<file path="src/rtl/dmx_pkg.sv">
package dmx_pkg;
  localparam int BUS_AW    = 22;
  localparam int PG_BITS   = 9;
  localparam int PAGE_W    = BUS_AW - PG_BITS;
  localparam int MEM_AW    = 29;
  localparam int FRAME_W   = 20;
  localparam int ENT_W     = 32;
  localparam int VLD_BIT   = 31;
  localparam int SPAN_BITS = 15;
  localparam int BASE_LO   = 15;
  localparam int BASE_HI   = 28;

  typedef enum logic [1:0] {
    XL_OK     = 2'd0,
    XL_MASTER = 2'd1,
    XL_SLAVE  = 2'd2
  } xl_code_t;

  function automatic logic [PAGE_W-1:0] page_of(input logic [BUS_AW-1:0] a);
    return a[BUS_AW-1:PG_BITS];
  endfunction

  function automatic logic [PG_BITS-1:0] offset_of(input logic [BUS_AW-1:0] a);
    return a[PG_BITS-1:0];
  endfunction

  function automatic logic [MEM_AW-1:0] entry_addr(input logic [PAGE_W-1:0] pg,
                                                   input logic [31:0] base);
    logic [MEM_AW-1:0] idx;
    idx = MEM_AW'({pg, 2'b00}) & MEM_AW'((1 << SPAN_BITS) - 1);
    return base[MEM_AW-1:0] + idx;
  endfunction

  function automatic logic [MEM_AW-1:0] phys_addr(input logic [FRAME_W-1:0] fr,
                                                  input logic [PG_BITS-1:0] off);
    return {fr, off};
  endfunction
endpackage

</file>
<file path="src/rtl/dmx_base_reg.sv">
module dmx_base_reg #(
  parameter int W  = 32,
  parameter int LO = 15,
  parameter int HI = 28
) (
  input  logic         clk,
  input  logic         rst_n,
  input  logic         wr,
  input  logic [W-1:0] wdata,
  output logic [W-1:0] q
);
  localparam logic [W-1:0] KEEP = W'(((64'd1 << (HI + 1)) - 1) & ~((64'd1 << LO) - 1));

  always_ff @(posedge clk) begin
    if (!rst_n)  q <= '0;
    else if (wr) q <= wdata & KEEP;
  end

  assert_base_hold_R2: assert property (@(posedge clk) disable iff (!rst_n)
    !wr |=> $stable(q));
endmodule

</file>
<file path="src/rtl/dmx_range_chk.sv">
module dmx_range_chk #(
  parameter int AW = 29
) (
  input  logic [AW-1:0] addr,
  input  logic [AW:0]   limit,
  output logic          ok
);
  assign ok = {1'b0, addr} < limit;
endmodule

</file>
<file path="src/rtl/dmx_ctrl.sv">
module dmx_ctrl
  import dmx_pkg::*;
(
  input  logic                clk,
  input  logic                rst_n,
  input  logic                req_valid,
  input  logic [BUS_AW-1:0]   req_addr,
  input  logic                req_probe,
  input  logic [31:0]         base,
  output logic [MEM_AW-1:0]   ent_addr,
  input  logic                ent_ok,
  output logic                fetch_req,
  output logic [MEM_AW-1:0]   fetch_addr,
  input  logic                fetch_ack,
  input  logic [ENT_W-1:0]    fetch_data,
  output logic [MEM_AW-1:0]   cand_pa,
  input  logic                pa_ok,
  output logic                busy,
  output logic                done,
  output logic [1:0]          done_code,
  output logic [MEM_AW-1:0]   done_pa,
  output logic                err_m,
  output logic                err_s,
  output logic [FRAME_W-1:0]  err_page
);
  typedef enum logic {ST_IDLE, ST_FETCH} st_t;
  st_t                st;
  logic [PAGE_W-1:0]  page_q;
  logic [PG_BITS-1:0] off_q;
  logic               probe_q;
  logic               entry_valid;
  logic [FRAME_W-1:0] entry_frame;

  assign ent_addr    = entry_addr(page_of(req_addr), base);
  assign entry_valid = fetch_data[VLD_BIT];
  assign entry_frame = fetch_data[FRAME_W-1:0];
  assign cand_pa     = phys_addr(entry_frame, off_q);
  assign busy        = (st == ST_FETCH);

  always_ff @(posedge clk) begin
    if (!rst_n) begin
      st         <= ST_IDLE;
      page_q     <= '0;
      off_q      <= '0;
      probe_q    <= 1'b0;
      fetch_req  <= 1'b0;
      fetch_addr <= '0;
      done       <= 1'b0;
      done_code  <= XL_OK;
      done_pa    <= '0;
      err_m      <= 1'b0;
      err_s      <= 1'b0;
      err_page   <= '0;
    end else begin
      done  <= 1'b0;
      err_m <= 1'b0;
      err_s <= 1'b0;
      case (st)
        ST_IDLE: if (req_valid) begin
          page_q  <= page_of(req_addr);
          off_q   <= offset_of(req_addr);
          probe_q <= req_probe;
          if (!ent_ok) begin
            done      <= 1'b1;
            done_code <= XL_SLAVE;
            done_pa   <= '0;
            err_s     <= !req_probe;
            err_page  <= '0;
          end else begin
            st         <= ST_FETCH;
            fetch_req  <= 1'b1;
            fetch_addr <= ent_addr;
          end
        end
        ST_FETCH: if (fetch_ack) begin
          st        <= ST_IDLE;
          fetch_req <= 1'b0;
          done      <= 1'b1;
          if (!entry_valid) begin
            done_code <= XL_MASTER;
            done_pa   <= '0;
            err_m     <= !probe_q;
            err_page  <= FRAME_W'(page_q);
          end else if (!pa_ok) begin
            done_code <= XL_SLAVE;
            done_pa   <= '0;
            err_s     <= !probe_q;
            err_page  <= entry_frame;
          end else begin
            done_code <= XL_OK;
            done_pa   <= cand_pa;
          end
        end
        default: st <= ST_IDLE;
      endcase
    end
  end

  assert_fetch_hold_R3: assert property (@(posedge clk) disable iff (!rst_n)
    (fetch_req && !fetch_ack) |=> (fetch_req && $stable(fetch_addr)));
  assert_probe_silent_R8: assert property (@(posedge clk) disable iff (!rst_n)
    (done && probe_q) |-> !(err_m || err_s));
  assert_done_idle_R9: assert property (@(posedge clk) disable iff (!rst_n)
    done |-> !busy);
  assert_err_with_done_R10: assert property (@(posedge clk) disable iff (!rst_n)
    (err_m || err_s) |-> done);
  assert_one_err_R10: assert property (@(posedge clk) disable iff (!rst_n)
    !(err_m && err_s));
endmodule

</file>
<file path="src/rtl/dma_map_xlat.sv">
module dma_map_xlat
  import dmx_pkg::*;
(
  input  logic                clk,
  input  logic                rst_n,
  input  logic                base_wr,
  input  logic [31:0]         base_wdata,
  output logic [31:0]         base_q,
  input  logic [MEM_AW:0]     mem_size,
  input  logic                req_valid,
  input  logic [BUS_AW-1:0]   req_addr,
  input  logic                req_probe,
  output logic                busy,
  output logic                fetch_req,
  output logic [MEM_AW-1:0]   fetch_addr,
  input  logic                fetch_ack,
  input  logic [ENT_W-1:0]    fetch_data,
  output logic                done,
  output logic [1:0]          done_code,
  output logic [MEM_AW-1:0]   done_pa,
  output logic                err_master,
  output logic                err_slave,
  output logic [FRAME_W-1:0]  err_page
);
  logic [MEM_AW-1:0] ent_addr_w;
  logic [MEM_AW-1:0] cand_pa_w;
  logic              ent_ok_w;
  logic              pa_ok_w;

  dmx_base_reg #(.W(32), .LO(BASE_LO), .HI(BASE_HI)) u_base (
    .clk(clk), .rst_n(rst_n), .wr(base_wr), .wdata(base_wdata), .q(base_q));

  dmx_range_chk #(.AW(MEM_AW)) u_ent_chk (
    .addr(ent_addr_w), .limit(mem_size), .ok(ent_ok_w));

  dmx_range_chk #(.AW(MEM_AW)) u_pa_chk (
    .addr(cand_pa_w), .limit(mem_size), .ok(pa_ok_w));

  dmx_ctrl u_ctrl (
    .clk(clk), .rst_n(rst_n),
    .req_valid(req_valid), .req_addr(req_addr), .req_probe(req_probe),
    .base(base_q), .ent_addr(ent_addr_w), .ent_ok(ent_ok_w),
    .fetch_req(fetch_req), .fetch_addr(fetch_addr),
    .fetch_ack(fetch_ack), .fetch_data(fetch_data),
    .cand_pa(cand_pa_w), .pa_ok(pa_ok_w),
    .busy(busy), .done(done), .done_code(done_code), .done_pa(done_pa),
    .err_m(err_master), .err_s(err_slave), .err_page(err_page));

  assert_ok_in_mem_R7: assert property (@(posedge clk) disable iff (!rst_n)
    (done && done_code == 2'd0) |-> ({1'b0, done_pa} < mem_size));
endmodule

</file>
<file path="config.mk">
export PLATFORM = sky130hd
export DESIGN_NAME = dma_map_xlat
export DESIGN_NICKNAME = d
export VERILOG_FILES = /design/src/rtl/dmx_pkg.sv /design/src/rtl/dmx_base_reg.sv /design/src/rtl/dmx_range_chk.sv /design/src/rtl/dmx_ctrl.sv /design/src/rtl/dma_map_xlat.sv
export SDC_FILE = /design/constraint.sdc
export NUM_CORES = 1
export LEC_CHECK = 0
export ABC_AREA = 1
export BUFFER_PORTS_ARGS = -buffer_cell sky130_fd_sc_hd__buf_2
export CAP_MARGIN = 30
export CORE_ASPECT_RATIO = 0.7
export CORE_MARGIN = 8
export CORE_UTILIZATION = 57
export CTS_CLUSTER_DIAMETER = 80
export DETAILED_ROUTE_END_ITERATION = 10
export GPL_TIMING_DRIVEN = 0
export PLACE_DENSITY = 0.89
export SYNTH_ARGS = -nofsm -noshare
export SYNTH_HDL_FRONTEND = slang
export SYNTH_HIERARCHICAL = 1
export SYNTH_SLANG_ARGS = --single-unit
</file>
<file path="constraint.sdc">
create_clock -name clk -period 6.1 [get_ports clk]
set_clock_uncertainty 0.15 [all_clocks]
set_input_delay 0.305 -clock clk [delete_from_list [all_inputs] [get_ports clk]]
set_output_delay 0.305 -clock clk [all_outputs]
set_load 0.01 [all_outputs]
</file>
* Yosys cells after proc, flatten, opt, wreduce, memory -nomap -nowiden
Index checks and enable logic that the tools add are counted.
** Word-level totals
- Register bits after elaboration :: 122
- Input port bits :: 122
- Output and inout port bits :: 117
- Logic and storage cells :: 68
** Cells by class
- $add $sub $neg :: 1
- $lt $le $gt $ge :: 2
- Equality and inequality tests :: 5
- Multiplexer cells :: 36
- Bitwise logic cells :: 3
- Reductions and logical operators :: 8
** Operator list (count)
- $mux 29 :: 5
- $mux 20 :: 5
- $lt 29x30->1 :: 2
- $pmux 29 s2 :: 1
- $pmux 20 s2 :: 1
- $add 29x15->29 :: 1
- $mux 1 :: 14
- $mux 2 :: 5
- $reduce_and 3->1 :: 3
- $pmux 1 s2 :: 4
- $ne 2x2->1 const B :: 3
- $pmux 2 s2 :: 1
- $reduce_and 4->1 :: 1
- $reduce_or 4->1 :: 1
- $ne 3x3->1 const B :: 1
- $not 1->1 :: 3
- $logic_not 1->1 :: 2
- $ne 2x1->1 const B :: 1
- $reduce_and 2->1 :: 1

* Longest topological paths before layout
Gate-level depths: netlist of the first run.
- Depth after elaboration :: 5
- Mapped depth :: 30
- Gate-level depth less buffers :: 28

* Modules after synthesis
The synthesis of the first run kept the hierarchy.
** By module, submodules not included
- dmx_ctrl :: instances 1, cells each 864, area each 5672.9 µm², seq. area each 2162.1 µm²
- dmx_range_chk :: instances 2, cells each 139, area each 803.3 µm², seq. area each 0.0 µm²
- dmx_base_reg :: instances 1, cells each 107, area each 723.2 µm², seq. area each 280.3 µm²

* Worst setup path before layout of the first run
OpenSTA, ideal clock, no wires.
- Kind :: input-to-reg
- From :: input req_addr[12]
- To :: register u_ctrl.fetch_addr[11]
- Setup time :: 115 ps
- Arrival :: 2467 ps
- Required time :: 5835 ps
- Setup slack :: 3367 ps
- Cell stages on the path :: 16
- Buffers on the path :: 1
- Cell sequence :: ha_1 > xor2_1 > ha_1 > nand2_1 > inv_1 > a21oi_1 > nand2_1 > nand2_1 > nand2_1 > a21oi_2 > inv_1 > nor2_4 > inv_1 > clkbuf_1 > o21ai_0 > inv_1
** On the way
- Longest elaborated chain between the ends :: 3
** Ends and longest elaborated chain
- from (decl) :: RTL line dma_map_xlat.sv:11 : input logic [BUS_AW-1:0] req_addr,
- $add 29x15->29 :: RTL line dmx_pkg.sv:31 : return base[MEM_AW-1:0] + idx;
- named net ent_addr_w[5] :: RTL line dma_map_xlat.sv:25 : logic [MEM_AW-1:0] ent_addr_w;
- $lt 29x30->1 :: RTL line dmx_range_chk.sv:8 : assign ok = {1'b0, addr} < limit;
- named net ent_ok_w :: RTL line dma_map_xlat.sv:27 : logic ent_ok_w;
- $reduce_and 3->1 (no line)
- to (signal assigned) :: RTL line dmx_ctrl.sv:72 : fetch_addr <= ent_addr;
- to (decl) :: RTL line dmx_ctrl.sv:13 : output logic [MEM_AW-1:0] fetch_addr,
The timed path passes the listed nets, and every way through them passes these cells.
A chain may end at the register's enable or synchronous reset.

* Worst setup path after layout of the first run
- From :: input req_addr[11]
- To :: register u_ctrl.fetch_addr[11]
The elaborated chain is that of the path after synthesis.

==> results of run 1 <==
-- Yosys cell counts (9+ instances only) --
| cell type | count | area share, % |
|---|---|---|
| ha_1 | 69 | 11 |
| nand3_1 | 82 | 5.1 |
| buf_4 | 42 | 3.9 |
| a31oi_1 | 13 | 1.0 |
| o21ai_1 | 13 | 0.81 |
| nand2_1 | 303 | 14 |
| nand4_1 | 9 | 0.70 |
| dfxtp_1 | 122 | 31 |
| nor2_1 | 187 | 8.8 |
| clkbuf_1 | 22 | 1.0 |
| buf_2 | 9 | 0.56 |
| inv_1 | 201 | 9.4 |
| a21oi_1 | 66 | 4.1 |
| o21ai_0 | 60 | 3.8 |
-- power groups by stage --
| stage | logic [uW] | registers (uW) | clock network (uW) |
|---|---|---|---|
| after global routing | 669 | 907 | 1070 |
| after global placement | 552 | 913 | 0 |
| after CTS | 574 | 900 | 1030 |
| after floorplan | 351 | 930 | 0 |
| final | 604 | 901 | 1030 |
| after detailed placement | 566 | 915 | 0 |
-- through the flow --
step / utilization [%] / area [um2] / power, uW
2_1_floorplan: - / 8070 / 1280
3_3_place_gp: 66.9 / 9260 / 1470
3_5_place_dp: 66.9 / 9260 / 1480
4_1_cts: 71.7 / 9910 / 2500
5_1_grt: 71.7 / 9910 / 2640
6_report: 71.7 / 9910 / 2540
-- worst reg2reg max path, cell delays in order, from the launching register on --
cell and delay [ps]:
dfxtp_1 460, nand3_1 140, nand2_1 110, ha_1 250
nand2_1 120, inv_1 50, nand2_1 60, a21oi_1 50
nor2_1 100, nand2_1 100, a21oi_2 200, inv_1 120
nor2_4 250, inv_1 180, clkbuf_1 430, o21ai_0 290
inv_1 50
-- layer usage --
metal | track usage, % | part of all wire, % | vias up
li1 | - | - | 4307
met1 | 41.5 | 43 | 3949
met2 | 43.7 | 41 | 514
met3 | 10.3 | 14 | 52
met4 | 9.92 | 2.0 | 6
met5 | 0 | 0.12 | -
-- flip-flops by register name, indices dropped and copies added, names as in the netlist --
name / cells
u_base/q: 14
u_ctrl/busy: 1
u_ctrl/done: 1
u_ctrl/done_code: 2
u_ctrl/done_pa: 29
u_ctrl/err_m: 1
u_ctrl/err_page: 20
u_ctrl/err_s: 1
u_ctrl/fetch_addr: 29
u_ctrl/fetch_req: 1
u_ctrl/off_q: 9
u_ctrl/page_q: 13
u_ctrl/probe_q: 1
-- what timing repair did --
item / 4_1_cts / 5_1_grt
hold buffers: 6 / 0
setup endpoints to repair: 0 / 0
hold endpoints to repair: 6 / 0
-- layout make-up --
type                            instances  area, um2  area share, %
Multi-Input combinational cell        860       4340           43.8
Sequential cell                       122       2440           24.6
Timing Repair Buffer                  196       1010           10.2
Inverter                              203        762           7.69
Buffer                                 81        518           5.23
Clock buffer                           19        453           4.57
Tap cell                              190        238           2.40
Clock inverter                         12        140           1.41
Antenna cell                            1       2.50         0.0252
-- final timing paths --
check	to	slack [ps]	depth (start not counted)
worst max-delay path	u_ctrl/fetch_addr[11]	2800	17
worst max register to register	u_ctrl/fetch_addr[11]	2860	16
worst min-delay path	u_ctrl/done_pa[24]	4	3
worst min register to register	u_ctrl/err_m	310	1
-- logic make-up (layout without fill, tap and decap cells) --
group	count (synthesis)	in the layout	synth area share [%]
AND/OR/NAND/NOR	605	605	31.0
flip-flops	122	122	30.5
XOR/XNOR	8	8	0.876
adder cells (fa/ha/maj)	70	70	11.0
buffers and inverters	284	511	16.0
other	1	19	0.0469
AO/OA/AOI/OAI	159	159	10.5
-- layout by cell type, fill, tap and decap left out, drive strengths merged, types with 3 or more instances in the layout --
master       instances
dfxtp              122
nand4                9
nor2               194
clkinv               5
a31oi               13
nand2              304
a21oi               68
inv                205
xor2                 6
nor3                 6
clkbuf              41
ha                  69
nand3               82
conb                18
clkinvlp             3
nand3b               3
buf                249
dlygate4sd3          6
o21ai               74
==> results.md, run 1 <==
* Status: completed
* Post-synth EDFFs at 0
* Number of fill cells at 1227
* Setup TNS at 0 ps
* Drt wl/cell at 16.5 um
* FP Rows at 36
* HPWL after DPL at 22000 um
* Total CTS buffers at 17
* P_int at 1700 uW
* Clk sink count at approximately 120
* Overall global routing resource usage at 30.3%
* Die footprint at between 15000 and 20000 um2
* Drt first pass iters at 5
* Total grt overflow at 0
* Sequential share of power at 35.5%
* Die Y at 115 um
* Maximum VDD drop at 179 uV
* Core area at 13800 um2
* Crit path cell chain: buf_2, ha_1, xnor2_1, ha_1, nand2_1, inv_1, a21oi_1, nand2_1, nand2_1, nand2_1, a21oi_2, inv_1, nor2_4, inv_1, clkbuf_1, o21ai_0, inv_1
* Crit path buf inv count at 6
* Global-route wire length before repair at 42500 um
* DR vias at 8828
* Number of H-tree levels at 4
* Pin count of the biggest net entering global routing at 17
* Vias in the first global route at 8256
* Synth warn at 6
* Antenna viol nets, final at 0
* DR iter-0 viols at 885
* Final Max Tran Viols at 0
* P per Cell Area at 256 nW/um2
* Wirelength, routed at 27900 um
* Layout cells sized above 1 at roughly a fifth
* Placed Cells incl. Taps at 1646
* Hold_ws at 4.12 ps
* CTS Buffer Depth at 2
* Yosys cell types at 37
* Via-to-Cell Ratio at approximately 5.2
* PostCTS Resize Cnt at 0
* Least-Margin Pin Slew at 894 ps
* Worst EP arrival at 3460 ps
* Max-slew headroom at 40.4%
* Kind of critical path: in2reg
* Mean post-synth cell area at 6.41 um2
* Final setup vio count at 0
* Fin crit share at about 54%
* Synth Cell Area at 8000 um2
* Post-CTS Setup Bufs at 0
* Clock insertion delay at the later pin of the skew report at 430 ps
* CTS tree: yes
* Layout Cells excl Fill at 1684
* Root Buffer: clkbuf_16
* Register area share after synthesis at 30.5%
* WP data required at ~6300 ps
* Clk slew on worst S/H paths at 70 ps
* Minimum clock period at 3300 ps
* Synth Flop Type: dfxtp_1
* CP startpoint: req_addr[11]
* Final worst slack at 2800 ps
* Delay-heaviest family, CP: buffers and inverters
* Effective utilization at floorplan at between 50% and 60%
* Switching portion of total power at 32.8%
* Worst r2r src: u_base/q[25]
* Fraction of registers with async set/reset at 0%
* Switching power at 833 uW
* Crit Path Max Fanout at 10
* Crit path max-delay cell type: clkbuf_1
* Leak at 0.00571 uW
* Seq cells post-synth at between 100 and 150
* Hold Path Class: in2reg
* Final nets at ~1700
* Initial antenna violation count at 4
* GPL Wtd Cong at 0.972
* Cell count after synthesis at ~1200
* DR DRC count at 0
* Pre-CTS WS at approximately 2500 ps
* Max-cap violations at 0
* # port buffers at 190
* CP peak stage delay at 430 ps
* CP Launch Type: input port
* Combinational share of power at 23.8%
* Die Wd at 158 um
* Clock power frac at 40.7%
* Area growth syn-to-layout at 23.8%
* Unrepaired setup endpoints after global routing: false
* HP Start: fetch_data[15]
* I/O pin count at 239
* Critical Path Sink Type: flip-flop
* Max Clk Rate at 303 MHz
* Fin. Hold Viols at 0
No activity file was read; power rests on OpenSTA's default activity.
==> run 2, diff against run 1 <==
Settings changed: CORE_UTILIZATION 57 to 48, PLACE_DENSITY 0.89 to 0.8.
Clock period 6.1 ns to 2.9 ns, I/O delays scaled along.
==> results.md, run 2 (synthesized netlist as in run 1, its figures left out) <==
* Pin count of the biggest net entering global routing at 17 (unchanged)
* Final nets at 1754 (+4.8%)
* Crit Path Max Fanout at 10 (unchanged)
* DR iter-0 viols at 1186 (+34%)
* Layout Cells excl Fill at 1803 (+7.1%)
* Sequential share of power at 35.8% (+0.3 points)
* Drt first pass iters at 7 (+2)
* Max-cap violations at 0 (unchanged)
* Crit path cell chain: nand3_1, nand2_1, ha_1, nand2_1, inv_1, nand2_1, a21oi_1, nor2_1, nand2_1, a21oi_4, inv_1, nor2_4, buf_4, buf_6, nand3_1, nand2_1, inv_1
* CTS Buffer Depth at 2 (unchanged)
* Fin crit share at 97.1%
* WP data required at 3070 ps (-3190 ps)
* Commonest cells after routing, fill and taps aside: nand2_1 (303), inv_1 (200), buf_2 (196)
* DP Area at 9300 um2 (+0.47%)
* Hold Path Class: in2reg
* Number of fill cells at 1435 (+17%)
* GPL Wtd Cong at 0.905 (-6.8%)
* Area growth syn-to-layout at 34.9%
* CP peak stage delay at 360 ps (-70 ps)
* CP Launch Type: flip-flop
* Final setup vio count at 0 (unchanged)
* Root Buffer: clkbuf_16
* Kind of critical path: reg2reg
* CP startpoint: u_base/q[25]
* Via-to-Cell Ratio at 5.14 (-2.0%)
* Clock insertion delay at the later pin of the skew report at 420 ps (about the same)
* Clk sink count at 122 (unchanged)
* Number of H-tree levels at 4 (unchanged)
* Max-slew headroom at 44.1% (+3.8 points)
* Setup TNS at 0 ps (unchanged)
* Critical Path Sink Type: flip-flop
* Crit path max-delay cell type: dfxtp_4
* Die Wd at 170 um (+8.1%)
* Switching power at 1800 uW (+120%)
* HP Start: req_valid
* Wirelength, routed at 29700 um (+6.6%)
* PnR Total Power at 5290 uW (+110%)
* Placed Cells incl. Taps at 1681 (+2.1%)
* Cell mode on critical path: nand2_1
* Die footprint at 21100 um2 (+16%)
* Status: completed
* Final Cell Area at 10800 um2 (+8.9%)
* DR DRC count at 0 (unchanged)
* Maximum VDD drop at 278 uV (+55%)
* Least-Margin Pin Slew at 838 ps (-56.4 ps)
* HPWL after DPL at 22400 um (+1.6%)
* Global-route wire length before repair at 45100 um (+6.0%)
* Final Max Tran Viols at 0 (unchanged)
* Fin. Hold Viols at 0 (unchanged)
* Effective utilization at floorplan at 49.1% (-8.8 points)
* Clk slew on worst S/H paths at 60 ps (about the same)
* Max Clk Rate at around 360 MHz
* Clock power frac at 37.9% (-2.8 points)
* CTS tree: yes
* Layout cells sized above 1 at 19.6% (about the same)
* FP Rows at 39 (+8.3%)
* Die Y at 124 um (+7.7%)
* Overall global routing resource usage at 27.5% (-2.8 points)
* Largest registers: u_ctrl/done_pa (29), u_ctrl/fetch_addr (29), u_ctrl/err_page (20)
* Multi-input logic area at 4370 um2 (+0.58%)
* Most common cell after layout, fill and taps aside: nand2_1
* Minimum clock period at approximately 2800 ps
* Leak at 0.00606 uW (+6.1%)
* Sequential cell area at 2450 um2 (+0.46%)
* Drt wl/cell at 16.5 um (-0.41%)
* I/O pin count at 239 (unchanged)
* Initial antenna violation count at 11 (+7)
* P_int at 3490 uW (+100%)
* Worst EP arrival at 2990 ps (-470 ps)
* Vias in the first global route at 8760 (+6.1%)
* DR vias at 9260 (+4.9%)
* Total CTS buffers at 17 (unchanged)
* Total grt overflow at 0 (unchanged)
* Worst r2r src: u_base/q[25]
* Core area at 16300 um2 (+18%)
* Switching portion of total power at 34.1% (+1.2 points)
* # port buffers at 190 (unchanged)
* P per Cell Area at 490 nW/um2 (+91%)
* Antenna viol nets, final at 0 (unchanged)
* Combinational share of power at 26.3% (+2.5 points)
==> run 2: cell count changes in the layout (fill, tap and decap cells not counted), sizes merged <==
cell         delta
clkbuf          -2
inv             +3
diode           +2
bufinv          -2
clkinv          +1
dlygate4sd3    +78
buf             +4
==> run 2: worst max-delay path: cells and delay by family, from the launching register on <==
| kind | cells | cell delay (ps) |
|---|---|---|
| and+or+nand+nor | 9 | 1120 |
| DFF | 1 | 360 |
| buffers and inverters | 5 | 530 |
| AOI/OAI and AO/OA | 2 | 220 |
| adders and majority gates | 1 | 320 |
==> run 2: through the flow <==
step                      utilization [%]  hold WS (ps)  setup slack (ps)
after floorplan                         -           115               327
after global placement               57.1           250              -635
after detailed placement             57.1           257              -703
after CTS                            65.8          2.28              24.0
after global routing                 66.2          56.0             -13.0
final                                66.2          33.8              83.3
==> run 2: final timing paths <==
check | slack (ps) | endpoint | cells after the start
setup / recovery | 80 | u_ctrl/fetch_addr[20] | 17
hold reg to reg | 310 | u_ctrl/done_pa[16] | 2
hold / removal | 30 | u_ctrl/page_q[12] | 4
setup reg to reg | 80 | u_ctrl/fetch_addr[20] | 17
==> run 2: layout make-up <==
type,count,share of cell area [%]
plain buffers,81,5.11
diodes,3,0.0696
clock inverters,14,1.05
well taps,225,2.61
clock buffers,18,4.07
repair buffers,277,16.8
multi-input cells,860,40.5
inverters,203,7.06
flip-flops and latches,122,22.7
==> run 2: routing by layer <==
metal  share of wire [%]  GRT usage, %
met5                0.38             0
met4                 2.0          9.50
met3                  13          10.6
met2                  42          41.2
met1                  43          35.8
==> run 2: repair_timing <==
action | 4_1_cts | 5_1_grt
hold buffers | 84 | 0
buffers inserted | 2 | 1
setup endpoints to repair | 27 | 47
pin swaps | 1 | 1
gates cloned | 0 | 0
gates resized for setup | 6 | 26
endpoints found under the hold margin | 81 | 0
==> run 2: power groups by stage <==
stage               clock network (uW)  registers (uW)  logic (uW)
finish                            2000            1890        1390
global route                      2080            1910        1540
CTS                               2010            1890        1300
detailed placement                   0            1930        1190
global placement                     0            1920        1170
floorplan                            0            1960         738
==> run 3, diff against run 2 <==
--- a/config.mk
+++ b/config.mk
@@ -6,10 +6,10 @@
 export NUM_CORES = 1
 export LEC_CHECK = 0
-export ABC_AREA = 1
+export ABC_AREA = 0
 export BUFFER_PORTS_ARGS = -buffer_cell sky130_fd_sc_hd__buf_2
 export CAP_MARGIN = 30
 export CORE_ASPECT_RATIO = 0.7
 export CORE_MARGIN = 8
-export CORE_UTILIZATION = 48
+export CORE_UTILIZATION = 47
 export CTS_CLUSTER_DIAMETER = 80
 export DETAILED_ROUTE_END_ITERATION = 10
--- a/constraint.sdc
+++ b/constraint.sdc
@@ -3,3 +3,3 @@
 set_input_delay 0.145 -clock clk [delete_from_list [all_inputs] [get_ports clk]]
 set_output_delay 0.145 -clock clk [all_outputs]
-set_load 0.01 [all_outputs]
+set_load 0.1 [all_outputs]
==> results.md, run 3 <==
* Final setup vio count at 54 (+54)
* Overall global routing resource usage at 26.1% (-1.4 points)
* Combinational share of power at 31.3% (+5.0 points)
* WP data required at 3050 ps (-20 ps)
* Synth warn at 6 (unchanged)
* Die footprint at 20000 um2 (-5.5%)
* Synth Cell Area at 7350 um2 (-8.1%)
* Maximum VDD drop at 355 uV (+28%)
* CTS Buffer Depth at 2 (unchanged)
* Crit Path Max Fanout at 7 (-3)
* Wirelength, routed at 28300 um (-4.8%)
* Commonest cells after routing, fill and taps aside: buf_2 (191), nand2_1 (113), dfxtp_1 (107)
* Yosys cell types at 63 (+70%)
* Area growth syn-to-layout at 49.4%
* # port buffers at 189 (-0.53%)
* P per Cell Area at 534 nW/um2 (+9.0%)
* Seq cells post-synth at 122 (unchanged)
* Die Y at 121 um (-2.7%)
* Most common cell after layout, fill and taps aside: buf_2
* Core area at 15400 um2 (-5.5%)
* Minimum clock period at 3060 ps (+245 ps)
* Kind of critical path: in2reg
* Initial antenna violation count at 2 (-9)
* Die Wd at 166 um (-2.8%)
* Max-cap violations at 0 (unchanged)
* Final worst slack at -162 ps (-245 ps)
* Final Max Tran Viols at 0 (unchanged)
* Fin crit share at 106% (+8.5 points)
* Critical Path End: u_ctrl/fetch_addr[19]
* DR DRC count at 0 (unchanged)
* CP startpoint: req_addr[10]
* Critical Path Sink Type: flip-flop
* Global-route wire length before repair at 41000 um (-9.1%)
* P_int at 3730 uW (+7.0%)
* Synth Flop Type: dfxtp_1
* Clock power frac at 37.7% (-0.2 points)
* Largest registers: u_ctrl/done_pa (29), u_ctrl/fetch_addr (29), u_ctrl/err_page (20)
* Register area share after synthesis at 33.2% (+2.7 points)
* Fin. Hold Viols at 0 (unchanged)
* Worst r2r src: u_base/q[27]
* Leak at 0.00518 uW (-15%)
* Leading area contributor after synthesis: dfxtp_1
* Vias in the first global route at 7781 (-11%)
* Clock insertion delay at the later pin of the skew report at 410 ps (about the same)
* Pin count of the biggest net entering global routing at 17 (unchanged)
* Failing checks: negative setup slack
* Drt first pass iters at 5 (-2)
* Core Util, Final at 71.3% (+5.1 points)
* HPWL after DPL at 20200 um (-9.5%)
* Switching portion of total power at 36.4% (+2.4 points)
* Number of H-tree levels at 4 (unchanged)
* CP Launch Type: input port
* Status: finished, violations left
* Reg2reg path depth at 13 (-4)
* GPL Wtd Cong at 0.935 (+3.3%)
* Layout cells sized above 1 at 35.3% (+16 points)
* Via-to-Cell Ratio at 5.57 (+8.5%)
* Antenna viol nets, final at 0 (unchanged)
* Fraction of registers with async set/reset at 0% (unchanged)
* Root Buffer: clkbuf_16
* Least-Margin Pin Slew at 1150 ps (+309 ps)
* Final nets at 1430 (-18%)
* Hold Path Class: in2reg
* Unrepaired setup endpoints after global routing: true
* Total grt overflow at 0 (unchanged)
* CTS tree: yes
* Pre-CTS WS at -802 ps (-98.4 ps)
* Mean post-synth cell area at 7.98 um2 (+24%)
* Synth top area share at 33.2% (+2.7 points)
* Top-count cell post-synth: nand2_1
* Effective utilization at floorplan at 47.7% (-1.4 points)
* Clk slew on worst S/H paths at 70 ps (about the same)
* Worst EP arrival at 3210 ps (+220 ps)
* FF-to-FF End: u_ctrl/fetch_addr[28]
* PnR Total Power at 5870 uW (+11%)
* Sequential share of power at 30.9% (-4.9 points)
* Synth cell count leaders: nand2_1 (139), dfxtp_1 (122), a21oi_1 (120)
* DR vias at 8090 (-13%)
* Drt wl/cell at 19.5 um (+18%)
* Max-slew headroom at 23.2% (-21 points)
* Post-synth EDFFs at 0 (unchanged)
* I/O pin count at 239 (unchanged)
* Max Clk Rate at 327 MHz (-8.0%)
* DR iter-0 viols at 851 (-28%)
* Switching power at 2140 uW (+19%)
* Clk sink count at 122 (unchanged)
* Reg2reg setup slack at -90 ps (-170 ps)
* Total CTS buffers at 17 (unchanged)
* Cell count after synthesis at 922 (-26%)
* FP Rows at 38 (-2.6%)
* Synth top area cells: dfxtp_1 (33%), ha_1 (12%), a21oi_1 (8.2%)
run 3: per-stage QoR:
stage                     hold WS (ps)  setup TNS [ps]  std cells  instance area (um2)
final                             38.5           -3640       1452                11000
after CTS                         23.5           -1540       1438                10400
after floorplan                    123          -0.371        939                 7550
after global placement             246          -55110       1328                 8750
after detailed placement           244          -56860       1328                 8750
after global routing              52.9           -8820       1451                11000
run 3: cell type report:
type | count | area [um2]
inverter | 69 | 264
antenna | 1 | 2.50
clock inverter | 13 | 154
sequential | 122 | 2480
buffer | 88 | 717
fill | 1165 | 4420
timing repair buffer | 280 | 1900
tap | 200 | 250
multi-input combinational | 660 | 4760
clock buffer | 19 | 464
run 3: per-layer routing:
layer / GRT usage [%] / wire length [um] / up-vias
li1: - / - / 3798
met2: 40.6 / 12600 / 473
met5: 0 / 24 / -
met3: 6.62 / 3010 / 70
met4: 6.84 / 682 / 4
met1: 35.3 / 12000 / 3745
run 3: cells by family after synthesis:
| kind of cell | count (synthesis) | share of synthesized area, % |
|---|---|---|
| mux | 27 | 3.90 |
| compound gates | 214 | 17.7 |
| xor+xnor | 14 | 1.67 |
| simple gates | 317 | 21.0 |
| flops | 122 | 33.2 |
| buf+inv | 157 | 10.5 |
| fa+ha+maj | 70 | 12.0 |
| other cells | 1 | 0.0510 |
run 3: critical path, stage by stage:
cell,delay (ps)
buf_8,80
inv_4,30
fa_2,510
inv_2,110
ha_4,200
a211o_1,300
a21oi_2,150
o21ai_2,100
a2111o_1,450
a31oi_4,310
and2_4,220
clkbuf_16,160
buf_4,120
nor2_1,50
a311oi_2,280
run 3: how the worst min path moves through the flow:
stage	startpoint	endpoint	slack (ps)	cells past startpoint
after floorplan	rst_n	u_base/q[15]	120	1
after global placement	req_addr[1]	u_ctrl/off_q[1]	250	3
after detailed placement	req_addr[1]	u_ctrl/off_q[1]	240	3
after CTS	base_wr	u_base/q[18]	20	4
after global routing	base_wr	u_base/q[22]	50	4
final	base_wr	u_base/q[22]	40	4
run 3: power by group through the flow:
stage	Clock, uW	Combinational, uW	Sequential (uW)
after floorplan	0	733	2260
after global placement	0	1480	1840
after detailed placement	0	1500	1850
after CTS	2230	1660	1810
after global routing	2310	1940	1820
final	2220	1840	1820
run 3: timing repair:
| item | 4_1_cts | 5_1_grt |
|---|---|---|
| setup buffers | 12 | 10 |
| pin swaps | 21 | 37 |
| gates cloned | 0 | 3 |
| resized for setup | 55 | 129 |
| hold endpoints to repair | 68 | 0 |
| hold buffers | 66 | 0 |
| setup endpoints to repair | 83 | 79 |
